===== src/rtl/vfd_mux_pkg.sv =====
package vfd_mux_pkg;

  typedef enum logic [1:0] {
    PH_G1 = 2'd0,
    PH_G2 = 2'd1,
    PH_G3 = 2'd2
  } phase_e;

  // Phase order: duplex alternates G1/G2, triplex walks G1/G2/G3.
  function automatic phase_e next_phase(input phase_e ph, input logic duplex);
    phase_e nx;
    case (ph)
      PH_G1:   nx = PH_G2;
      PH_G2:   nx = duplex ? PH_G1 : PH_G3;
      default: nx = PH_G1;
    endcase
    return nx;
  endfunction

  // One-hot grid drive for a phase, all zero in the blanking gap.
  function automatic logic [2:0] grid_code(input phase_e ph, input logic on);
    logic [2:0] g;
    g = 3'b000;
    if (on) begin
      case (ph)
        PH_G1:   g = 3'b001;
        PH_G2:   g = 3'b010;
        default: g = 3'b100;
      endcase
    end
    return g;
  endfunction

  // Phase code for a follower: {upper, lower}.
  function automatic logic [1:0] sync_code(input phase_e ph, input logic on);
    logic [1:0] s;
    s = 2'b00;
    if (on) begin
      case (ph)
        PH_G1:   s = 2'b10;
        PH_G2:   s = 2'b01;
        default: s = 2'b11;
      endcase
    end
    return s;
  endfunction

endpackage


===== src/rtl/vfd_prescaler.sv =====
module vfd_prescaler #(
  parameter int DIV = 4
) (
  input  logic clk,
  input  logic rst_n,
  output logic tick_o
);
  localparam int CW = (DIV > 2) ? $clog2(DIV) : 1;
  localparam logic [CW-1:0] LAST = CW'(DIV - 1);

  logic [CW-1:0] cnt_q;

  always_ff @(posedge clk) begin
    if (!rst_n)             cnt_q <= '0;
    else if (cnt_q == LAST) cnt_q <= '0;
    else                    cnt_q <= cnt_q + 1'b1;
  end

  assign tick_o = (cnt_q == LAST);
endmodule


===== src/rtl/vfd_phase_seq.sv =====
module vfd_phase_seq
  import vfd_mux_pkg::*;
#(
  parameter int PH_BITS = 10,
  parameter int BLANK   = 8
) (
  input  logic               clk,
  input  logic               rst_n,
  input  logic               tick_i,
  input  logic               duplex_i,
  output logic [PH_BITS-1:0] bit_o,
  output phase_e             phase_o,
  output logic               phase_end_o,
  output logic               grid_win_o
);
  localparam logic [PH_BITS-1:0] BIT_LAST = '1;
  localparam logic [PH_BITS-1:0] GRID_ON  = PH_BITS'((1 << PH_BITS) - BLANK);

  logic [PH_BITS-1:0] bit_q;
  phase_e             phase_q;

  assign phase_end_o = tick_i && (bit_q == BIT_LAST);

  always_ff @(posedge clk) begin
    if (!rst_n) begin
      bit_q   <= '0;
      phase_q <= PH_G1;
    end else if (tick_i) begin
      bit_q <= bit_q + 1'b1;
      if (phase_end_o) phase_q <= next_phase(phase_q, duplex_i);
    end
  end

  assign bit_o      = bit_q;
  assign phase_o    = phase_q;
  assign grid_win_o = (bit_q < GRID_ON);
endmodule


===== src/rtl/vfd_dim_gate.sv =====
module vfd_dim_gate #(
  parameter int DIM_W = 10,
  parameter int BLANK = 8
) (
  input  logic             clk,
  input  logic             rst_n,
  input  logic             load_i,
  input  logic [DIM_W-1:0] dim_i,
  input  logic [DIM_W-1:0] bit_i,
  output logic [DIM_W-1:0] duty_o,
  output logic             win_o
);
  localparam logic [DIM_W-1:0] DUTY_MAX = DIM_W'((1 << DIM_W) - BLANK);

  function automatic logic [DIM_W-1:0] clamp_duty(input logic [DIM_W-1:0] v);
    return (v > DUTY_MAX) ? DUTY_MAX : v;
  endfunction

  logic [DIM_W-1:0] duty_q;

  always_ff @(posedge clk) begin
    if (!rst_n)      duty_q <= '0;
    else if (load_i) duty_q <= clamp_duty(dim_i);
  end

  assign duty_o = duty_q;
  assign win_o  = (bit_i < duty_q);
endmodule


===== src/rtl/vfd_seg_select.sv =====
module vfd_seg_select
  import vfd_mux_pkg::*;
#(
  parameter int SEG_W = 32
) (
  input  phase_e           phase_i,
  input  logic             win_i,
  input  logic [SEG_W-1:0] g1_i,
  input  logic [SEG_W-1:0] g2_i,
  input  logic [SEG_W-1:0] g3_i,
  output logic [SEG_W-1:0] seg_o
);
  logic [SEG_W-1:0] pick;

  always_comb begin
    case (phase_i)
      PH_G1:   pick = g1_i;
      PH_G2:   pick = g2_i;
      default: pick = g3_i;
    endcase
  end

  assign seg_o = win_i ? pick : '0;
endmodule


===== src/rtl/vfd_mux_timer.sv =====
module vfd_mux_timer
  import vfd_mux_pkg::*;
#(
  parameter int SEG_W = 32,
  parameter int DIM_W = 10,
  parameter int DIV   = 4,
  parameter int BLANK = 8
) (
  input  logic             clk,
  input  logic             rst_n,
  input  logic             duplex_i,
  input  logic [DIM_W-1:0] dim_i,
  input  logic [SEG_W-1:0] seg_g1_i,
  input  logic [SEG_W-1:0] seg_g2_i,
  input  logic [SEG_W-1:0] seg_g3_i,
  output logic [SEG_W-1:0] seg_o,
  output logic [2:0]       grid_o,
  output logic             dim_pulse_o,
  output logic             sync1_o,
  output logic             sync2_o
);
  // Named internal events, visible to the bound checker.
  logic             tick;
  logic [DIM_W-1:0] bit_pos;
  phase_e           phase;
  logic             phase_end;
  logic             grid_win;
  logic [DIM_W-1:0] duty;
  logic             dim_win;
  logic [1:0]       sync_w;

  vfd_prescaler #(.DIV(DIV)) u_pre (
    .clk    (clk),
    .rst_n  (rst_n),
    .tick_o (tick)
  );

  vfd_phase_seq #(.PH_BITS(DIM_W), .BLANK(BLANK)) u_seq (
    .clk         (clk),
    .rst_n       (rst_n),
    .tick_i      (tick),
    .duplex_i    (duplex_i),
    .bit_o       (bit_pos),
    .phase_o     (phase),
    .phase_end_o (phase_end),
    .grid_win_o  (grid_win)
  );

  vfd_dim_gate #(.DIM_W(DIM_W), .BLANK(BLANK)) u_dim (
    .clk    (clk),
    .rst_n  (rst_n),
    .load_i (phase_end),
    .dim_i  (dim_i),
    .bit_i  (bit_pos),
    .duty_o (duty),
    .win_o  (dim_win)
  );

  vfd_seg_select #(.SEG_W(SEG_W)) u_sel (
    .phase_i (phase),
    .win_i   (dim_win),
    .g1_i    (seg_g1_i),
    .g2_i    (seg_g2_i),
    .g3_i    (seg_g3_i),
    .seg_o   (seg_o)
  );

  assign grid_o      = grid_code(phase, grid_win);
  assign sync_w      = sync_code(phase, grid_win);
  assign sync1_o     = sync_w[1];
  assign sync2_o     = sync_w[0];
  assign dim_pulse_o = dim_win;
endmodule


===== config.mk =====
export PLATFORM = sky130hd
export DESIGN_NAME = vfd_mux_timer
export DESIGN_NICKNAME = d
export VERILOG_FILES = /design/src/rtl/vfd_mux_pkg.sv /design/src/rtl/vfd_prescaler.sv /design/src/rtl/vfd_phase_seq.sv /design/src/rtl/vfd_dim_gate.sv /design/src/rtl/vfd_seg_select.sv /design/src/rtl/vfd_mux_timer.sv
export SDC_FILE = /design/constraint.sdc
export NUM_CORES = 1
export LEC_CHECK = 0
export ABC_CLOCK_PERIOD_IN_PS = 2050
export BUFFER_PORTS_ARGS = -buffer_cell sky130_fd_sc_hd__buf_4
export CAP_MARGIN = 20
export CORE_MARGIN = 3
export CORE_UTILIZATION = 39
export CTS_BUF_LIST = sky130_fd_sc_hd__clkbuf_2 sky130_fd_sc_hd__clkbuf_4 sky130_fd_sc_hd__clkbuf_8
export DETAILED_ROUTE_END_ITERATION = 7
export GPL_ROUTABILITY_DRIVEN = 1
export MAX_ROUTING_LAYER = met4
export PLACE_DENSITY = 0.88
export SLEW_MARGIN = 20
export SYNTH_ARGS = -nofsm -noshare
export SYNTH_HDL_FRONTEND = slang
export SYNTH_SLANG_ARGS = --single-unit
export TNS_END_PERCENT = 10

===== constraint.sdc =====
create_clock -name clk -period 2.05 [get_ports clk]
set_input_delay 0.41 -clock clk [delete_from_list [all_inputs] [get_ports clk]]
set_output_delay 0.41 -clock clk [all_outputs]
set_load 0.02 [all_outputs]

# --- Word-level counts from Yosys, hierarchy flattened ---
# Cells that the tools add are included.
# Widths: inputs -> output; s select.
totals:
  regBits: 24
  inputBits: 109
  wordCells: 26
classes:
  n_addsub: 2
  order_cmp: 3
  n_eq_ne: 3
  muxes: 9
  bitwise_logic: 1
  reduce_logical: 4
ops:
  columns: ["operator", "count"]
  rows:
  - ["$pmux 32 s2", 1]
  - ["$mux 32", 1]
  - ["$add 10x1->10 const B", 1]
  - ["$eq 10x10->1 const B", 1]
  - ["$gt 10x10->1 const B", 1]
  - ["$lt 10x10->1", 1]
  - ["$lt 10x10->1 const B", 1]
  - ["$mux 10", 1]
  - ["$pmux 2 s2", 2]
  - ["$pmux 3 s2", 1]
  - ["$mux 2", 2]
  - ["$mux 3", 1]
  - ["$add 2x1->2 const B", 1]
  - ["$eq 2x1->1 const B", 1]
  - ["$eq 2x2->1 const B", 1]
  - ["$logic_not 2->1", 1]
  - ["$reduce_and 2->1", 1]
  - ["$reduce_or 2->1", 1]
  - ["$logic_and 1x1->1", 1]
  - ["$not 1->1", 1]

# --- Longest topological paths before layout ---
depth:
  word_depth: 3
  ltp_mapped: 7
  ltp_nobuf: 6

# --- Hierarchy ---
# From an unflattened synthesis, not the netlist that was laid out.
unflattened:
  cells_unflattened: 247
  area_unflattened_um2: 2419.8
by_module_without_submodules:
  columns: ["module", "instances", "cells_each", "area_per_inst_um2", "seq_area_each_um2"]
  rows:
  - ["vfd_seg_select", 1, 109, 1137.3, 0.0]
  - ["vfd_dim_gate", 1, 68, 624.3, 200.2]
  - ["vfd_phase_seq", 1, 59, 544.3, 240.2]
  - ["vfd_prescaler", 1, 5, 73.8, 40.0]
  - ["vfd_mux_timer", 1, 6, 40.0, 0.0]

# --- Least setup slack after synthesis ---
# Ideal clock, no wire load.
synth_timing:
  kind: "reg2out"
  start: "register u_seq.bit_q[7], in the netlist u_seq.bit_o[7]"
  end: "output port seg_o[10]"
  t_arrival_ns: 1.928
  t_required_ns: 1.640
  slack_ns: -0.288
  stages_incl_launch_ff: 7
  path_buffers: 1
  path_cell_list: "dfxtp_1 -> ha_1 -> a211o_1 -> a21oi_1 -> o31ai_2 -> clkbuf_1 -> nor3_1"
synth_via:
  elab_chain_len: 2
synth_lines:
  columns: ["item", "line_no", "text"]
  rows:
  - ["start, declared", "vfd_phase_seq.sv:19", "logic [PH_BITS-1:0] bit_q;"]
  - ["start signal, assigned", "vfd_phase_seq.sv:29", "bit_q <= bit_q + 1'b1;"]
  - ["$lt 10x10->1", "vfd_dim_gate.sv:27", "assign win_o = (bit_i < duty_q);"]
  - ["$mux 32", "vfd_seg_select.sv:23", "assign seg_o = win_i ? pick : '0;"]
  - ["end, declared", "vfd_mux_timer.sv:16", "output logic [SEG_W-1:0] seg_o,"]
# No other way between the ends.

# --- Final worst setup path ---
layout_timing:
  start: "register u_dim.duty_q[9], in the netlist u_dim.duty_o[9]"
  end: "output port seg_o[25]"
layout_via:
  elab_chain_len: 2
layout_lines:
  columns: ["item", "line_no", "text"]
  rows:
  - ["start, declared", "vfd_dim_gate.sv:19", "logic [DIM_W-1:0] duty_q;"]
  - ["start signal, assigned", "vfd_dim_gate.sv:23", "else if (load_i) duty_q <= clamp_duty(dim_i);"]
  - ["$lt 10x10->1", "vfd_dim_gate.sv:27", null]
  - ["$mux 32", "vfd_seg_select.sv:23", null]
# No other way between the ends.

==> impl_metrics.yaml <==
timing:
  rsz0062_at_grt: "true"
  drv_slew: 0
  hold_viol_final: 0
  skew_ns: 0.00724
  fmax_ghz: 0.396
  tightest_slew_ns: 0.384
  hold_ws_ns: 0.399
  setup_viol: 33
  max_slew_margin_pct: 74.4
  fin_ws_ns: -0.478
  finalCriticalPeriod_ns: 2.53
  period_share_pct: 123
logic_synthesis:
  synth_edf_count: 0
  synthArstFlopShare_pct: 0
  synthCells: 284
  synth_largest_area_cell: "dfxtp_1"
  synthDistinctLibCells: 33
  synth-main-ff-cell: "dfxtp_1"
  ys_ff_latch: 24
  synthesis.area_um2: 2130
  syn-mean-instance-area_um2: 7.49
  synth.area.top_cells: "dfxtp_1 (23%), mux2i_1 (20%), a21oi_1 (8.7%)"
  ys_warn_count: 0
  netlist.area_leader.share_pct: 22.6
  synthTopCellsByCount: "mux2i_1 (42), nor2_1 (39), a21oi_1 (37), nor3_1 (36), dfxtp_1 (24)"
  ys_seq_area_share_pct: 22.6
  syn-num-nets: 404
  synth_most_common_cell: "mux2i_1"
detailed_routing:
  drtIter0Drc: 158
  route.detailed.drc: 0
  wl_per_cell_um: 18.9
  routed_wl_mm: 9.89
  dr.pass1.iters: 4
  via_per_inst: 5.60
  drtAntennaViolNets: 0
  via_count: 2937
flow_run:
  drv_cap: 0
final_layout:
  design_area_um2: 4280
  final_net_count: 576
  drive_gt1_share_pct: 55.3
  num_antenna_cells: 0
  nFillCells: 278
  areaGrowthSynthToFinish_pct: 101
power_and_ir_drop:
  cellPowerDensity_nw_per_um2: 245
  p_leak_uw: 0.00177
  vdd_drop_max_uv: 348
floorplan:
  fp.coreArea_um2: 5200
  die_y_um: 79.9
  row_count: 26
  floorplan.initialDensity_pct: 40.9
  die-area_um2: 6380
  io_pins: 147
  die_x_um: 79.9
hold_path:
  hold_class: "input port to flop"
placement:
  hpwl_mm: 7.10
  dpl_cell_area_um2: 3920
  place_congestion: 0.890
  post-place-ws_ns: -0.391
  numPortBuffers: 146
clocking:
  ctsHoldBuffers: 0
  cts_buffers: 3
  root_buffer: "clkbuf_8"
  cts_sinks: 24
  cts.path.max_buffers: 2
  clk_pin_slew_worst_paths_ns: 0.08
  cts_tree: "done"
  cts_max_level: 1
  clock_latency_ns: 0.27
critical_path:
  critPathKind: "flop to output pin"
  startpoint_type: "flop"
  crit_fanout: 6
  arrival_ns: 2.12
  cp-end-kind: "output pin"
  required_ns: 1.64
grt:
  grt_pass1_wl_mm: 14.5
  grt_max_degree: 40
  grt_pass1_vias: 3042
  met3_usage_pct: 3.50
  grt_usage_pct: 30.0
  met2_usage_pct: 55.5
  grt_overflow: 0
  antenna_found_initial: 0
  busiest_layer: "met2"
  use_met1_pct: 32.6
status:
  violations: "setup timing"
  status: "finished, violations left"
report_power, final:
group | total [uW] | switching (uW) | internal, uW | leakage [uW]
Clock | 276 | 145 | 131 | 0.0000216
Combinational | 296 | 114 | 182 | 0.00154
Sequential | 476 | 3.47 | 472 | 0.000200
registers in the layout, summed over array words and instances, names as in the netlist:
signal,count
u_pre.cnt_q,2
u_dim.duty_o,10
u_seq.phase_o,2
u_seq.bit_o,10
cells in the final DEF, fill, tap and decap left out, types with 3 or more instances in the layout:
| master | n |
|---|---|
| dfxtp_2 | 12 |
| and2_1 | 7 |
| nor3_4 | 30 |
| nor2_1 | 37 |
| nand2b_1 | 5 |
| ha_1 | 7 |
| buf_4 | 150 |
| nand2_1 | 3 |
| xnor2_1 | 3 |
| nor3_1 | 4 |
| buf_6 | 28 |
| a21boi_1 | 3 |
| buf_12 | 8 |
| a21oi_1 | 33 |
| nor2b_1 | 10 |
| nor3_2 | 3 |
| xor2_1 | 4 |
| inv_1 | 10 |
| mux2i_1 | 42 |
| nand4_1 | 5 |
| clkbuf_8 | 3 |
| nand3_1 | 6 |
| ha_4 | 4 |
| dfxtp_1 | 12 |
cell families (layout without fill, tap and decap cells):
group,Yosys count,after routing,synth area share (%)
xor+xnor,7,7,2.88
simple gates,119,119,28.8
mux,42,42,19.8
buf+inv,33,202,6.82
flops,24,24,22.6
compound gates,48,49,12.6
fa+ha+maj,11,11,6.47
final timing paths:
kind / slack (ns) / startpoint / end / cells after the start
worst max-delay path: -0.48 / u_dim.duty_o[9]$_SDFFE_PN0P_ / seg_o[25] / 9
worst min-delay path: 0.40 / dim_i[0] / u_dim.duty_o[0]$_SDFFE_PN0P_ / 3
worst min register to register: 0.43 / u_pre.cnt_q[0]$_SDFF_PP0_ / u_pre.cnt_q[0]$_SDFF_PP0_ / 1
worst max register to register: 0.26 / u_seq.bit_o[0]$_SDFFE_PN0P_ / u_dim.duty_o[8]$_SDFFE_PN0P_ / 7
timing repair:
item | CTS | global route
pin swaps | 10 | 5
resized for setup | 35 | 19
cloned | 2 | 0
setup buffers | 6 | 0
setup endpoints to repair | 33 | 38
cell type report:
class / instances / area (um2) / area share [%]
repair buffers: 188 / 1660 / 38.7
inverters: 11 / 41.3 / 0.965
flip-flops and latches: 24 / 495 / 11.6
multi-input cells: 228 / 1960 / 45.7
clock buffers: 3 / 41.3 / 0.965
well taps: 70 / 87.6 / 2.05
routing by layer:
metal	up-vias	part of all wire [%]
met4	0	4.4
met2	157	54
li1	1346	-
met1	1391	36
met5	-	0
met3	43	5.9
worst max-delay path, stage by stage, from the launching register on:
cell and delay, ns:
dfxtp_2 0.34, inv_1 0.05, ha_1 0.31, nand4_1 0.17, buf_6 0.18, o31ai_4 0.26
buf_12 0.18, buf_6 0.16, nor3_4 0.04, buf_4 0.16
stage by stage:
stage / total power, uW / instances / setup TNS, ns / utilization (%)
after floorplan: 581 / 284 / -1.95 / -
after global placement: 757 / 513 / -8.37 / 75.3
after detailed placement: 770 / 513 / -10.97 / 75.3
after CTS: 1040 / 524 / -12.97 / 80.8
after global routing: 1090 / 524 / -16.87 / 82.2
final: 1050 / 524 / -14.66 / 82.2
Power figures use the tool's default switching activity.
